<file path="src/rtl/bxr_pkg.sv">
package bxr_pkg;

  typedef enum logic [1:0] {
    PATH_ISOLATE = 2'd0,
    PATH_TO_A    = 2'd1,
    PATH_TO_B    = 2'd2
  } path_e;

  // Which side a channel drives, from its enable and direction controls.
  function automatic path_e path_decode(input logic oe_n, input logic dir);
    if (oe_n)     return PATH_ISOLATE;
    else if (dir) return PATH_TO_B;
    else          return PATH_TO_A;
  endfunction

endpackage

</file>
<file path="src/rtl/bxr_store_reg.sv">
module bxr_store_reg #(
  parameter int W = 8
) (
  input  logic         clk,
  input  logic         rst,
  input  logic         cap,
  input  logic [W-1:0] d,
  output logic [W-1:0] q
);

  always_ff @(posedge clk) begin
    if (rst)      q <= '0;
    else if (cap) q <= d;
  end

  AST_RESET_CLEAR: assert property (@(posedge clk) rst |=> (q == '0));
  AST_CAPTURE_LOAD: assert property (@(posedge clk) disable iff (rst)
    cap |=> (q == $past(d)));
  AST_CAPTURE_HOLD: assert property (@(posedge clk) disable iff (rst)
    !cap |=> $stable(q));

endmodule

</file>
<file path="src/rtl/bxr_port_drive.sv">
module bxr_port_drive
  import bxr_pkg::*;
#(
  parameter int W = 8
) (
  input  logic         clk,
  input  logic         rst,
  input  logic         oe_n,
  input  logic         dir,
  input  logic         sel_ab,
  input  logic         sel_ba,
  input  logic [W-1:0] a_in,
  input  logic [W-1:0] b_in,
  input  logic [W-1:0] held_ab,
  input  logic [W-1:0] held_ba,
  output logic [W-1:0] a_out,
  output logic [W-1:0] a_oe,
  output logic [W-1:0] b_out,
  output logic [W-1:0] b_oe
);

  // Source choice for one direction: live opposite side or held copy.
  function automatic logic [W-1:0] pick_src(input logic [W-1:0] live,
                                            input logic [W-1:0] held,
                                            input logic         use_held);
    return use_held ? held : live;
  endfunction

  path_e       path;
  logic        drive_a;
  logic        drive_b;
  logic [W-1:0] next_a;
  logic [W-1:0] next_b;

  always_comb begin
    path    = path_decode(oe_n, dir);
    drive_a = (path == PATH_TO_A);
    drive_b = (path == PATH_TO_B);
    next_a  = drive_a ? pick_src(b_in, held_ba, sel_ba) : '0;
    next_b  = drive_b ? pick_src(a_in, held_ab, sel_ab) : '0;
  end

  always_ff @(posedge clk) begin
    if (rst) begin
      a_out <= '0;
      b_out <= '0;
      a_oe  <= '0;
      b_oe  <= '0;
    end else begin
      a_out <= next_a;
      b_out <= next_b;
      a_oe  <= {W{drive_a}};
      b_oe  <= {W{drive_b}};
    end
  end

  AST_RESET_OE_OFF: assert property (@(posedge clk) rst |=> (a_oe == '0 && b_oe == '0));
  AST_ISOLATE: assert property (@(posedge clk) disable iff (rst)
    oe_n |=> (a_oe == '0 && b_oe == '0));
  AST_A_SIDE_DRIVEN: assert property (@(posedge clk) disable iff (rst)
    (!oe_n && !dir) |=> (&a_oe && b_oe == '0));
  AST_B_SIDE_DRIVEN: assert property (@(posedge clk) disable iff (rst)
    (!oe_n && dir) |=> (&b_oe && a_oe == '0));
  AST_A_LIVE: assert property (@(posedge clk) disable iff (rst)
    (!oe_n && !dir && !sel_ba) |=> (a_out == $past(b_in)));
  AST_A_HELD: assert property (@(posedge clk) disable iff (rst)
    (!oe_n && !dir && sel_ba) |=> (a_out == $past(held_ba)));
  AST_B_LIVE: assert property (@(posedge clk) disable iff (rst)
    (!oe_n && dir && !sel_ab) |=> (b_out == $past(a_in)));
  AST_B_HELD: assert property (@(posedge clk) disable iff (rst)
    (!oe_n && dir && sel_ab) |=> (b_out == $past(held_ab)));
  AST_NO_DUAL_DRIVE: assert property (@(posedge clk) disable iff (rst)
    !((|a_oe) && (|b_oe)));
  AST_NO_SELECT_GLITCH: assert property (@(posedge clk) disable iff (rst)
    (!oe_n && dir && $past(!oe_n && dir) && held_ab == a_in
     && $past(held_ab == a_in) && $stable(a_in)) |=> $stable(b_out));

endmodule

</file>
<file path="src/rtl/bxr_channel.sv">
module bxr_channel #(
  parameter int W = 8
) (
  input  logic         clk,
  input  logic         rst,
  input  logic         oe_n,
  input  logic         dir,
  input  logic         cap_ab,
  input  logic         cap_ba,
  input  logic         sel_ab,
  input  logic         sel_ba,
  input  logic [W-1:0] a_in,
  input  logic [W-1:0] b_in,
  output logic [W-1:0] a_out,
  output logic [W-1:0] a_oe,
  output logic [W-1:0] b_out,
  output logic [W-1:0] b_oe
);

  logic [W-1:0] held_ab;
  logic [W-1:0] held_ba;

  bxr_store_reg #(.W(W)) u_store_ab (
    .clk(clk), .rst(rst), .cap(cap_ab), .d(a_in), .q(held_ab)
  );

  bxr_store_reg #(.W(W)) u_store_ba (
    .clk(clk), .rst(rst), .cap(cap_ba), .d(b_in), .q(held_ba)
  );

  bxr_port_drive #(.W(W)) u_drive (
    .clk(clk), .rst(rst), .oe_n(oe_n), .dir(dir),
    .sel_ab(sel_ab), .sel_ba(sel_ba),
    .a_in(a_in), .b_in(b_in), .held_ab(held_ab), .held_ba(held_ba),
    .a_out(a_out), .a_oe(a_oe), .b_out(b_out), .b_oe(b_oe)
  );

endmodule

</file>
<file path="src/rtl/bxr_dual_xcvr.sv">
module bxr_dual_xcvr #(
  parameter int NCH = 2,
  parameter int CW  = 8
) (
  input  logic                clk,
  input  logic                rst,
  input  logic [NCH-1:0]      oe_n,
  input  logic [NCH-1:0]      dir,
  input  logic [NCH-1:0]      cap_ab,
  input  logic [NCH-1:0]      cap_ba,
  input  logic [NCH-1:0]      sel_ab,
  input  logic [NCH-1:0]      sel_ba,
  input  logic [NCH*CW-1:0]   a_in,
  input  logic [NCH*CW-1:0]   b_in,
  output logic [NCH*CW-1:0]   a_out,
  output logic [NCH*CW-1:0]   a_oe,
  output logic [NCH*CW-1:0]   b_out,
  output logic [NCH*CW-1:0]   b_oe
);

  localparam int BW = NCH * CW;

  // One channel per control bit, each owning its own byte lane.
  for (genvar c = 0; c < NCH; c++) begin : g_ch
    bxr_channel #(.W(CW)) u_ch (
      .clk(clk), .rst(rst),
      .oe_n(oe_n[c]), .dir(dir[c]),
      .cap_ab(cap_ab[c]), .cap_ba(cap_ba[c]),
      .sel_ab(sel_ab[c]), .sel_ba(sel_ba[c]),
      .a_in(a_in[c*CW +: CW]), .b_in(b_in[c*CW +: CW]),
      .a_out(a_out[c*CW +: CW]), .a_oe(a_oe[c*CW +: CW]),
      .b_out(b_out[c*CW +: CW]), .b_oe(b_oe[c*CW +: CW])
    );
  end

  AST_BUS_ONE_SIDE_PER_BIT: assert property (@(posedge clk) disable iff (rst)
    ((a_oe & b_oe) == {BW{1'b0}}));

endmodule

</file>
<file path="config.mk">
export PLATFORM = sky130hd
export DESIGN_NAME = bxr_dual_xcvr
export DESIGN_NICKNAME = d
export VERILOG_FILES = /design/src/rtl/bxr_pkg.sv /design/src/rtl/bxr_store_reg.sv /design/src/rtl/bxr_port_drive.sv /design/src/rtl/bxr_channel.sv /design/src/rtl/bxr_dual_xcvr.sv
export SDC_FILE = /design/constraint.sdc
export NUM_CORES = 1
export LEC_CHECK = 0
export BUFFER_PORTS_ARGS = -buffer_cell sky130_fd_sc_hd__buf_2
export CORE_ASPECT_RATIO = 0.9
export CORE_MARGIN = 2
export CORE_UTILIZATION = 51
export DETAILED_ROUTE_END_ITERATION = 8
export GPL_ROUTABILITY_DRIVEN = 1
export PLACE_DENSITY = 0.92
export SLEW_MARGIN = 20
export SYNTH_ARGS = -nofsm -noshare
export SYNTH_HDL_FRONTEND = slang
export SYNTH_SLANG_ARGS = --single-unit
</file>
<file path="constraint.sdc">
create_clock -name clk -period 1.5 [get_ports clk]
set_input_delay 0.15 -clock clk [delete_from_list [all_inputs] [get_ports clk]]
set_output_delay 0.15 -clock clk [all_outputs]
set_load 0.02 [all_outputs]
</file>
==> Word-level counts from Yosys, hierarchy flattened <==
Cells that the tools add are included.
Widths: inputs -> output; s select.
{ "totals": {"out_inout_bits": 64, "elab_cells": 32, "input_bits": 46, "regBits": 68} }
{ "classes": {"n_mux": 8, "bitwise": 4, "eq_ne": 4, "reduce_logical": 4} }
{ "op_table": {"columns": ["operator", "n"], "rows": [
  ["$mux 8", 4],
  ["$mux 2", 4],
  ["$reduce_or 2->1", 4],
  ["$eq 2x1->1 const B", 2],
  ["$eq 2x2->1 const B", 2],
  ["$not 1->1", 4]
]} }

==> Depth between registers and ports, before layout <==
{ "depth": {"ltp_word": 5, "ltp_mapped": 4, "ltp_nobuf": 2} }

==> Hierarchy <==
Synthesis repeated with hierarchy kept, for this count alone.
{ "unflattened": {"hier_cells": 248, "area_unflattened_um2": 2622.5} }
{ "by_module_without_submodules": {"columns": ["module", "n_inst", "cells_each", "area_each_um2"], "rows": [
  ["bxr_port_drive", 2, 72, 740.7],
  ["bxr_store_reg", 4, 26, 285.3]
]} }

==> Least setup slack after synthesis <==
Ideal clock, no wire load.
{ "synth_path": {"kind": "input to register", "startpoint": "input rst", "endpoint": "register g_ch[1].u_ch.u_drive.b_out[0]", "stages": 4, "required_ns": 1.435, "t_arrival_ns": 0.849, "slack_ns": 0.587, "setup_time_ns": 0.065, "path_cell_list": "buf_6 or3b_1 buf_6 nor2_1"} }
{ "synth_via": {"elab_chain_len": 1} }
{ "synth_lines": {"columns": ["item", "line_no", "rtl"], "rows": [
  ["from (decl)", "bxr_dual_xcvr.sv:6", "input logic rst,"],
  ["$reduce_or 2->1 (no source line)", null, null],
  ["to (signal assigned)", "bxr_port_drive.sv:51", "b_out <= next_b;"],
  ["to (decl)", "bxr_port_drive.sv:18", "output logic [W-1:0] b_out,"]
]} }
Every way passes these cells.
A chain may end at the register's enable or synchronous reset.

==> Final worst setup path <==
{ "layout_path": {"startpoint": "register, netlist name g_ch[1].u_ch.u_drive.a_oe[0]", "endpoint": "output a_oe[14]"} }
{ "layout_rtl": {"columns": ["item", "line_no", "rtl"], "rows": [
  ["to (decl)", "bxr_dual_xcvr.sv:16", "output logic [NCH*CW-1:0] a_oe,"]
]} }
No word-level cell between the ends.

==> impl_results.md <==
- Post-Route Setup TNS: 0 ns
- Hold Path Origin: b_in[5]
- TritonRoute pass-1 iters: 4
- CTS clk-pin slew, worst paths: 0.07 ns
- Chip width: 79.1 um
- Hold Path Depth: 3
- Final setup viols: 0
- Vias: 1867
- Post-Place Worst Slack: 0.391 ns
- Nets: roughly 370
- Final instance area: 3170 um2
- GP Congestion: 0.781
- Status: finished, final reports clean
- Worst R2R Start: g_ch[1].u_ch.u_store_ab.q[4]
- CP Max Fanout: 8
- Die Ht: 71.6 um
- Gate Count Post-Synth: around 250
- Most frequent cells in the layout: 109 x buf_2, 68 x dfxtp_1, 64 x mux2i_1, 64 x nor2_1, 9 x clkbuf_8
- Core footprint: 4860 um2
- Post-layout total power: about 4.1 mW
- VDD IR max: 0.895 mV
- Clock root buffer master: clkbuf_8
- Area growth, synth to finish: 22.4%
- Post-DP HPWL: between 3000 and 4000 um
- CP delay by family, top: flip-flops
- Slew Limit Fails: 0
- Yosys reg bits: 68
- CP startpoint: g_ch[1].u_ch.u_drive.a_oe[0]
- Static Leak: approximately 1.7 nW
- Share of layout cells above drive strength 1: 0.384
- Setup bufs post-CTS: 0
- Final WL: 4850 um
- Count of different cell masters after synthesis: 10
- Routed Antenna Nets: 0
- Number of global-route vias before repair: between 1.5k and 2k
- Cell Rows: 24
- Post-layout worst setup margin: between 0.3 and 0.4 ns
- Hold_buf cts: 0
- DP Area: 2930 um2
- Drt wl/cell: 12.2 um
- CTS tree: built
- Area of the multi-input gates: 911 um2
- Actual slew at the worst max-slew pin: 0.316 ns
- Antenna Diode Count: 0
- Stages on the worst setup path: 1
- Avg Inst Size Synth: 10.4 um2
- Max stage delay cell, worst path: dfxtp_1
- Global-route wire length before repair: 7870 um
- Grt ovf: 0
- FMAX: 876 MHz
- Worst slew margin: 0.789
- Clock sink count: 68
- Setup CP Type: reg -> out
- Worst Skew: 0.00384 ns
- Final Hold Vio Count: 0
- H-tree depth: 3
- RSZ-0062 raised after global routing: false
- Die area: 5660 um2
- Startpoint types: register
- Longest Clk Path Bufs: 2
- Register area share after synthesis: 0.526
- Drt drc: 0
- IO Port Bufs: 109
- Final hold slack: 0.0613 ns
- Syn nets: just under 300
- Final period util: 0.761
- DR iter-0 viols: 56
- Worst r2r path cells: 2
- Fin crit period: ~1.1 ns
- Most common cell after layout, fill and taps aside: buf_2
- Register area: around 1400 um2
- Max cap viols: 0
- YS warnings: 0
- HP Class: in -> reg
- FILL cells: 401
- Worst path bufs/invs: 1
- Crit end category: primary output
- Critical path data required time: 1.35 ns
- GRT Total Usage: 0.183
- CTS Buf Count: 9
- PwrDens: around 1300 nW/um2
- Resized Gates After CTS: 0
- Largest net degree at the start of global routing: 17
- Netlist Area Pre-Place: roughly 2600 um2
- WP data arrival: 0.99 ns
- Crit-path cells: buf_2
- IO Count: 110
- Initial Utilization: 0.532
- DR vias/cell: ~4.7
- CP peak stage delay: 0.45 ns
- Worst-Skew Late Latency: 0.33 ns
- Antenna violations before repair: 0
==> synth_stat cells (all sizes together) <==
cell type	instances	area share
buf	37	0.11
or3	2	0.0048
clkbuf	7	0.010
mux2i	64	0.25
inv	4	0.0058
nor2	64	0.093
dfxtp	68	0.53
or3b	2	0.0068
==> state kept, by name, summed over array words and instances, names as in the netlist <==
signal                   count
g_ch.u_ch.u_drive.a_oe       2
g_ch.u_ch.u_drive.a_out     16
g_ch.u_ch.u_drive.b_oe       2
g_ch.u_ch.u_drive.b_out     16
g_ch.u_ch.u_store_ab.q      16
g_ch.u_ch.u_store_ba.q      16
==> path summary, 6_finish.rpt <==
kind	to	slack, ns
max	a_oe[14]	0.36
max reg2reg	g_ch[1].u_ch.u_drive.b_out[4]	0.84
min reg2reg	g_ch[1].u_ch.u_store_ba.q[5]	0.50
min	g_ch[0].u_ch.u_drive.a_out[5]	0.06
==> power by group <==
part,internal (mW),switching [mW],total [mW]
registers,1.88,0.0359,1.92
clock network,1.10,0.662,1.76
logic,0.179,0.234,0.413
total,3.16,0.932,4.09
==> metal layers <==
| metal | global-route usage | vias to the layer above | part of all wire | wire length (um) |
|---|---|---|---|---|
| met1 | 0.189 | 857 | 0.41 | 1980 |
| met5 | 0 | - | 0 | 0 |
| li1 | - | 933 | - | - |
| met2 | 0.329 | 70 | 0.50 | 2440 |
| met4 | 0.0709 | 0 | 0.014 | 68 |
| met3 | 0.0781 | 7 | 0.074 | 361 |
==> final cells by class <==
class	count	share of cell area
clock buffer	9	0.0391
inverter	4	0.00474
clock inverter	7	0.0363
multi-input combinational	132	0.288
timing repair buffer	111	0.177
sequential	68	0.430
tap	65	0.0257
==> metrics by stage <==
step | instances | util
after floorplan | 248 | -
after global placement | 380 | 0.602
after detailed placement | 380 | 0.602
after CTS | 396 | 0.651
after global routing | 396 | 0.651
final | 396 | 0.651
==> logic make-up after synthesis <==
group | synth area share
flops | 0.526
simple gates | 0.104
buf+inv | 0.122
mux | 0.248
Note: power is estimated with default switching activity, not from simulation.
